[src/rtl/fmul_rf_pkg.sv]
package fmul_rf_pkg;

  // Register file owner: host CPU or arithmetic unit.
  typedef enum logic {
    OWN_HOST = 1'b0,
    OWN_UNIT = 1'b1
  } owner_e;

endpackage

[src/rtl/fmul_rf_owner_fsm.sv]
module fmul_rf_owner_fsm
  import fmul_rf_pkg::*;
(
  input  logic clk,
  input  logic rst,
  input  logic host_we,
  input  logic csr_hit,
  output logic unit_sel
);

  owner_e state_q;
  owner_e state_d;

  always_comb begin
    state_d = state_q;
    case (state_q)
      OWN_HOST: if (host_we && csr_hit) state_d = OWN_UNIT;
      OWN_UNIT: state_d = OWN_HOST;
      default:  state_d = OWN_HOST;
    endcase
  end

  always_ff @(posedge clk) begin
    if (rst) state_q <= OWN_HOST;
    else     state_q <= state_d;
  end

  assign unit_sel = (state_q == OWN_UNIT);

endmodule

[src/rtl/fmul_rf_csr.sv]
module fmul_rf_csr #(
  parameter int WORD_W = 32,
  parameter int IDX_W  = 5,
  parameter int MODE_W = 4,
  parameter int FLAG_W = 5
) (
  input  logic                    clk,
  input  logic                    rst,
  input  logic                    cfg_we,
  input  logic [3*IDX_W+MODE_W:0] cfg_data,
  input  logic                    flag_we,
  input  logic [FLAG_W-1:0]       flag_in,
  output logic [WORD_W-1:0]       csr_word,
  output logic [IDX_W-1:0]        idx_a,
  output logic [IDX_W-1:0]        idx_b,
  output logic [IDX_W-1:0]        idx_r,
  output logic                    single,
  output logic [MODE_W-1:0]       mode
);

  localparam int CFG_W    = 3*IDX_W + 1 + MODE_W;
  localparam int FLAG_LSB = WORD_W - FLAG_W;
  localparam int GAP_W    = FLAG_LSB - CFG_W;
  localparam int B_LSB    = IDX_W;
  localparam int A_LSB    = 2*IDX_W;
  localparam int PREC_BIT = 3*IDX_W;
  localparam int MODE_LSB = 3*IDX_W + 1;

  logic [CFG_W-1:0]  cfg_q;
  logic [FLAG_W-1:0] flag_q;

  always_ff @(posedge clk) begin
    if (rst) begin
      cfg_q  <= '0;
      flag_q <= '0;
    end else begin
      if (cfg_we)  cfg_q  <= cfg_data;
      if (flag_we) flag_q <= flag_in;
    end
  end

  assign csr_word = {flag_q, {GAP_W{1'b0}}, cfg_q};
  assign idx_r    = cfg_q[0 +: IDX_W];
  assign idx_b    = cfg_q[B_LSB +: IDX_W];
  assign idx_a    = cfg_q[A_LSB +: IDX_W];
  assign single   = cfg_q[PREC_BIT];
  assign mode     = cfg_q[MODE_LSB +: MODE_W];

endmodule

[src/rtl/fmul_rf_storage.sv]
module fmul_rf_storage #(
  parameter int WORD_W = 32,
  parameter int IDX_W  = 5
) (
  input  logic                       clk,
  input  logic                       host_we,
  input  logic [IDX_W-1:0]           host_idx,
  input  logic [WORD_W-1:0]          host_wdata,
  output logic [WORD_W-1:0]          host_rdata,
  input  logic                       unit_we,
  input  logic [IDX_W-1:0]           unit_idx,
  input  logic [2*WORD_W-1:0]        unit_data,
  input  logic [1:0][IDX_W-1:0]      pair_idx,
  output logic [1:0][2*WORD_W-1:0]   pair_data
);

  localparam int DEPTH = 1 << IDX_W;

  logic [WORD_W-1:0] mem [DEPTH];
  logic [IDX_W-1:0]  unit_nxt;

  assign unit_nxt = unit_idx + 1'b1;

  // Unit write has priority; the host is locked out while it owns the file.
  always_ff @(posedge clk) begin
    if (unit_we) begin
      mem[unit_idx] <= unit_data[2*WORD_W-1:WORD_W];
      mem[unit_nxt] <= unit_data[WORD_W-1:0];
    end else if (host_we) begin
      mem[host_idx] <= host_wdata;
    end
  end

  assign host_rdata = mem[host_idx];

  for (genvar g = 0; g < 2; g++) begin : g_pair
    logic [IDX_W-1:0] nxt;
    assign nxt          = pair_idx[g] + 1'b1;
    assign pair_data[g] = {mem[pair_idx[g]], mem[nxt]};
  end

endmodule

[src/rtl/fmul_rf_ctrl.sv]
module fmul_rf_ctrl #(
  parameter int WORD_W = 32,
  parameter int IDX_W  = 5,
  parameter int MODE_W = 4,
  parameter int FLAG_W = 5
) (
  input  logic                  clk,
  input  logic                  rst,
  input  logic [IDX_W:0]        cpu_addr,
  input  logic [WORD_W-1:0]     cpu_wdata,
  input  logic                  cpu_we,
  output logic [WORD_W-1:0]     cpu_rdata,
  output logic [2*WORD_W-1:0]   op_a,
  output logic [2*WORD_W-1:0]   op_b,
  output logic [MODE_W-1:0]     au_mode,
  output logic                  au_single,
  output logic                  au_busy,
  input  logic [2*WORD_W-1:0]   au_result,
  input  logic [FLAG_W-1:0]     au_flags
);

  localparam int DEPTH = 1 << IDX_W;
  localparam int CFG_W = 3*IDX_W + 1 + MODE_W;
  localparam logic [IDX_W:0] CSR_ADDR = (IDX_W+1)'(DEPTH);

  logic                      csr_hit;
  logic                      rf_hit;
  logic                      rf_we;
  logic                      cfg_we;
  logic [WORD_W-1:0]         csr_word;
  logic [WORD_W-1:0]         host_rd;
  logic [IDX_W-1:0]          idx_a;
  logic [IDX_W-1:0]          idx_b;
  logic [IDX_W-1:0]          idx_r;
  logic [1:0][IDX_W-1:0]     pair_idx;
  logic [1:0][2*WORD_W-1:0]  pair_data;
  logic [WORD_W-1:0]         rdata_q;

  assign csr_hit = (cpu_addr == CSR_ADDR);
  assign rf_hit  = ~cpu_addr[IDX_W];
  assign rf_we   = cpu_we & rf_hit & ~au_busy;
  assign cfg_we  = cpu_we & csr_hit & ~au_busy;

  fmul_rf_owner_fsm u_fsm (
    .clk      (clk),
    .rst      (rst),
    .host_we  (cpu_we),
    .csr_hit  (csr_hit),
    .unit_sel (au_busy)
  );

  fmul_rf_csr #(
    .WORD_W (WORD_W),
    .IDX_W  (IDX_W),
    .MODE_W (MODE_W),
    .FLAG_W (FLAG_W)
  ) u_csr (
    .clk      (clk),
    .rst      (rst),
    .cfg_we   (cfg_we),
    .cfg_data (cpu_wdata[CFG_W-1:0]),
    .flag_we  (au_busy),
    .flag_in  (au_flags),
    .csr_word (csr_word),
    .idx_a    (idx_a),
    .idx_b    (idx_b),
    .idx_r    (idx_r),
    .single   (au_single),
    .mode     (au_mode)
  );

  assign pair_idx[0] = idx_a;
  assign pair_idx[1] = idx_b;

  fmul_rf_storage #(
    .WORD_W (WORD_W),
    .IDX_W  (IDX_W)
  ) u_store (
    .clk        (clk),
    .host_we    (rf_we),
    .host_idx   (cpu_addr[IDX_W-1:0]),
    .host_wdata (cpu_wdata),
    .host_rdata (host_rd),
    .unit_we    (au_busy),
    .unit_idx   (idx_r),
    .unit_data  (au_result),
    .pair_idx   (pair_idx),
    .pair_data  (pair_data)
  );

  assign op_a = pair_data[0];
  assign op_b = pair_data[1];

  always_ff @(posedge clk) begin
    if (rst)          rdata_q <= '0;
    else if (csr_hit) rdata_q <= csr_word;
    else if (rf_hit)  rdata_q <= host_rd;
    else              rdata_q <= '0;
  end

  assign cpu_rdata = rdata_q;

endmodule

[config.mk]
export PLATFORM = sky130hd
export DESIGN_NAME = fmul_rf_ctrl
export DESIGN_NICKNAME = d
export VERILOG_FILES = /design/src/rtl/fmul_rf_pkg.sv /design/src/rtl/fmul_rf_owner_fsm.sv /design/src/rtl/fmul_rf_csr.sv /design/src/rtl/fmul_rf_storage.sv /design/src/rtl/fmul_rf_ctrl.sv
export SDC_FILE = /design/constraint.sdc
export NUM_CORES = 2
export LEC_CHECK = 0
export BUFFER_PORTS_ARGS = -buffer_cell sky130_fd_sc_hd__buf_4
export CORE_MARGIN = 1.5
export CORE_UTILIZATION = 33
export DETAILED_ROUTE_END_ITERATION = 16
export GPL_TIMING_DRIVEN = 1
export SYNTH_ARGS = -nofsm -noshare
export SYNTH_HDL_FRONTEND = slang
export SYNTH_SLANG_ARGS = --single-unit
export TNS_END_PERCENT = 5
[constraint.sdc]
create_clock -name clk -period 8.6 [get_ports clk]
set_clock_uncertainty 0.2 [all_clocks]
set_input_delay 1.72 -clock clk [delete_from_list [all_inputs] [get_ports clk]]
set_output_delay 1.72 -clock clk [all_outputs]
set_load 0.02 [all_outputs]
**Yosys cells after proc, flatten, opt, wreduce, memory -nomap -nowiden**

Memory sizes are Yosys's and may differ from the RTL's. A register that Yosys moved wholly into a read port is not among the register bits.
Cells that the tools add are included.

- Memories kept: 1
- Logic and storage cells: 35
- Bits in writable memories: 1024
- Output and inout bits: 166
- Input port bits: 110
- Bits in registers: 58

Memories:

| name | depth | width | read ports | clocked after Yosys merged registers in | write ports | RTL line | RTL |
|---|---|---|---|---|---|---|---|
| u_store.mem | 32 | 32 | 5 | 2 | 2 | fmul_rf_storage.sv:19 | `logic [WORD_W-1:0] mem [DEPTH];` |

- Add/sub/neg operators: 3
- Reductions and logical operators: 3
- Muxes and demuxes: 16
- Bitwise gates (word level): 6
- Equal/unequal tests: 1

Operators by type and width:

| operator | number |
|---|---|
| 32-bit two-way mux | 3 |
| 32-bit OR reduction | 1 |
| 5-bit two-way mux | 5 |
| 5-bit by 1-bit adder with 5-bit output, second input constant | 3 |
| 1-bit two-way mux | 7 |
| 6-bit equality test, second input constant | 1 |
| 1-bit bitwise AND | 4 |
| 3-bit OR reduction | 1 |
| 1-bit NOT | 2 |
| 1-bit case mux with 2 select lines | 1 |
| 1-bit logical AND | 1 |

**Longest topological paths before layout**

- Depth in word-level cells: 8
- Gate-level depth with buffers: 9
- Mapped depth without buffers: 5

**Cells and area by module**

A second synthesis with hierarchy kept.

- Cell total of the unflattened synthesis: 6816
- Area, all modules: 88596.2 um^2

By module, submodules not included:

| module | area each (um^2) | instances | seq. area each (um^2) | cells an instance |
|---|---|---|---|---|
| fmul_rf_storage | 85794.8 | 1 | 30749.5 | 6553 |
| fmul_rf_ctrl | 1675.4 | 1 | 640.6 | 152 |
| fmul_rf_csr | 1093.5 | 1 | 500.5 | 109 |
| fmul_rf_owner_fsm | 32.5 | 1 | 20.0 | 2 |

**Worst setup path before layout**

No wires, ideal clock.

- Path type: input-to-reg
- Start point: input cpu_addr[5]
- End point: memory u_store.mem[2][0] (enable)
- Setup time: 466 ps
- Data required time: 7934 ps
- Stages on the path: 7
- Buffers on the path: 3
- Arrival time: 5354 ps
- Path slack: 2581 ps
- Cells stage by stage: nor3b_1 buf_2 buf_2 buf_2 mux2i_1 nand2_1 o21ai_0

RTL lines:

| item | RTL line | RTL |
|---|---|---|
| start, declared | fmul_rf_ctrl.sv:9 | `input logic [IDX_W:0] cpu_addr,` |
| end, declared | fmul_rf_storage.sv:19 |  |

**Final worst setup path**

- Start point: register u_csr.cfg_q[10]
- End point: output op_a[1]

- Word-level cells in the longest chain between the ends: 2

RTL lines:

| item | RTL line | RTL |
|---|---|---|
| start, declared | fmul_rf_csr.sv:29 | `logic [CFG_W-1:0] cfg_q;` |
| start signal, assigned | fmul_rf_csr.sv:37 | `if (cfg_we) cfg_q <= cfg_data;` |
| 5-bit by 1-bit adder with 5-bit output | fmul_rf_storage.sv:38 | `assign nxt = pair_idx[g] + 1'b1;` |
| memory read 32 x 32 bit | -- |  |
| end, declared | fmul_rf_ctrl.sv:13 | `output logic [2*WORD_W-1:0] op_a,` |

Every way passes these cells.

==> results.cfg <==
[floorplan]
rows = 187
start_util_pct = 33.18
die_area_um2 = 264200
dieHeight_um = 514.0
pin_count = 276
die_width_um = 514.0
core_um2 = 259700

[grt]
grt_pass1_wl_um = 540100
overflow = 0
grt_pass1_vias = 63980
grt_start_max_net_pins = 119
antenna_found_initial = 25
grtUsageTotal_pct = 29.51

[routing]
drcViolationCount = 0
drt_first_pass_iters = 7
drt-total-wl_um = 400700
wl_per_cell_um = 42.20
via_per_inst = 7.274
detail-route-antenna-nets = 0
vias = 69080
drt_iter0_drc = 14320

[min_path]
worstHoldStart = u_csr.flag_q[1]
min_to = u_csr.flag_q[1]
worstHoldPathCells = 2
hp-class = reg2reg

[setup_path]
r2r_cells = 5
endpoint_kind = primary output
reg2reg_slack_ns = 3.61
timing.rr.start = u_csr.cfg_q[0]
required_ns = 6.68
worstPathArrival_ns = 5.16
critPathMaxFanout = 23
worstReg2RegEnd = u_store.mem[14][26]
crit_type = reg2out
start_kind = register

[place]
io_buffers = 275
placed_area_um2 = 91980
dpl.hpwl_um = 236100
pre_cts_ws_ns = 2.214
place_congestion = 0.9342

[cts]
numCtsBuffers = 131
cts_tree = done
clock-sinks = 1092
post_cts_buffers = 0
clockRootBuffer = clkbuf_16
ctsHoldBuffers = 0
cts.path.max_buffers = 3
cts_resized = 0
clk_latency_ns = 0.82
htree_levels = 4
path_clk_slew_ns = 0.06

[synth]
syn_inst = 6194
yosys_warnings = 0
synth.avg_cell_area_um2 = 13.91
synth-seq-cells = 1092
syn_nets = 6306
synth_top_area_share_pct = 35.68
synth_area_leader_cell = edfxtp_1
synthArstFlopShare_pct = 0
ys_types = 56
synth_area_um2 = 86180
synth_commonest_cells = mux4_2, edfxtp_1, a21oi_1
ys_top_cells_by_area = edfxtp_1, mux4_2, mux2_2, a21oi_1, nor2_1
synth_most_common_cell = mux4_2
synth_edf_count = 1024
yosysSeqAreaShare_pct = 37.26
ys.flop_type = edfxtp_1

[pwr]
switchingPower_mw = 3.332
pwr-share-seq_pct = 46.2
peakVddDrop_mv = 0.2132
pwr-share-clk_pct = 43.5
power.leakage_nw = 28.89
swShare_pct = 26.08
power.share.combinational_pct = 10.2
p_int_mw = 9.443
powerDensity_nw_per_um2 = 133.0

[outcome]
violations = max-capacitance violations, max-slew violations
status = finished with violations

[sta]
finalCritPeriodShare_pct = 82.27
worstMarginPinSlew_ns = 1.731
finalSetupViolCount = 0
hold_violations = 0
rsz0062_at_grt = no
slew_headroom_pct = -15.67
slew_violations = 40
worst_slack_ns = 1.525
min_period_ns = 7.075
max_freq_ghz = 0.1413
timing.hold.ws_ns = 0.3656
tns_ns = 0

[cells_and_area]
syn2layout_area_growth_pct = 11.48
fillCellCount = 24430
finalInstanceArea_um2 = 96080
final_util_pct = 36.99
drive_above_1_share_pct = 45.79
final_nets = 6088

[job]
cap_violations = 4
## through the flow
| step | cells | total power [mW] |
|---|---|---|
| CTS | 9482 | 12.71 |
| global route | 9483 | 12.98 |
| floorplan | 6194 | 6.804 |
| finish | 9497 | 12.78 |
| global placement | 9245 | 7.256 |
| detailed placement | 9245 | 7.283 |
## power by group through the flow
stage	Combinational, mW	Clock, mW	Sequential [mW]
floorplan	0.786	0	6.02
global placement	1.24	0	6.02
detailed placement	1.26	0	6.02
CTS	1.27	5.54	5.91
global route	1.35	5.72	5.91
finish	1.31	5.56	5.91
## final cells by class
cell class | instances | area, µm² | area share [%]
timing repair buffer | 495 | 4094 | 4.261
clock inverter | 73 | 550.5 | 0.5730
antenna | 15 | 37.54 | 0.03907
inverter | 5 | 18.77 | 0.01953
multi-input combinational | 4251 | 51460 | 53.56
sequential | 1092 | 32160 | 33.47
clock buffer | 164 | 3506 | 3.649
tap | 3402 | 4257 | 4.430
## metal layers
| metal | vias to the layer above | share of wire (%) | track usage [%] |
|---|---|---|---|
| met5 | - | 0.075 | 0 |
| met4 | 44 | 6.7 | 16.35 |
| met3 | 1386 | 18 | 14.02 |
| met2 | 7398 | 42 | 41.96 |
| met1 | 35050 | 33 | 36.65 |
| li1 | 25200 | - | - |
## sequential cells by signal, indices dropped and copies added (netlist names), named ones only
register,cells
u_fsm.unit_sel,1
cpu_rdata,32
u_csr.flag_q,5
u_csr.cfg_q,20
u_store.mem,1024
## cells by family after synthesis
| family | Yosys count | synth area share, % |
|---|---|---|
| multiplexers | 2206 | 46.25 |
| AO/OA/AOI/OAI | 1129 | 7.651 |
| XOR/XNOR | 5 | 0.06824 |
| AND/OR/NAND/NOR | 909 | 4.566 |
| flip-flops | 1092 | 37.26 |
| buffers and inverters | 851 | 4.178 |
| adder cells (fa/ha/maj) | 2 | 0.02903 |
## how the worst max path moves through the flow
| stage | start | endpoint | slack (ns) | cells past startpoint |
|---|---|---|---|---|
| after floorplan | cpu_addr[5] | u_store.mem[2][0] | 2.58 | 7 |
| after global placement | u_csr.cfg_q[5] | op_b[8] | 2.19 | 8 |
| after detailed placement | u_csr.cfg_q[5] | op_b[8] | 2.21 | 8 |
| after CTS | u_csr.cfg_q[5] | op_b[8] | 1.35 | 8 |
| after global routing | u_csr.cfg_q[5] | op_b[8] | 1.08 | 8 |
| final | u_csr.cfg_q[10] | op_a[1] | 1.52 | 7 |
## layout by cell type (no fill, tap or decap), types with 7 or more instances in the layout
master      Yosys  layout
a2111oi_0      60      31
a2111oi_1       5      28
a211oi_1       64      64
a21o_1         23      23
a21oi_1       771     770
a221oi_1        7       7
a22o_1          7       7
a22oi_1       106     106
a32oi_1        24      23
buf_12          0      29
buf_4          36     464
clkbuf_1      580      26
clkbuf_16       0     134
clkinv_1        0      29
clkinv_2        0      19
clkinvlp_4      0       7
dfxtp_1        68      56
dfxtp_4         0      12
diode_2         0      15
edfxtp_1     1024    1024
inv_6           0       8
mux2_2        627     627
mux2i_1       221     205
mux2i_2         0      15
mux4_2       1358    1358
nand2_1        43      39
nand3_1        39      28
nand3_4         0      11
nand4_1        24      24
nand4b_1       14      14
nor2_1        671     667
nor2b_1        80      76
o21ai_0        38       7
o21ai_4         0      34
## worst max-delay path, cell delays in order, from the launching register on
cell,delay (ns)
dfxtp_4,0.68
a21boi_0,0.35
a32oi_4,0.29
buf_4,0.46
buf_4,0.56
a21oi_1,0.14
a2111oi_1,1.43
buf_4,0.33
No activity file was read; power rests on OpenSTA's default activity.
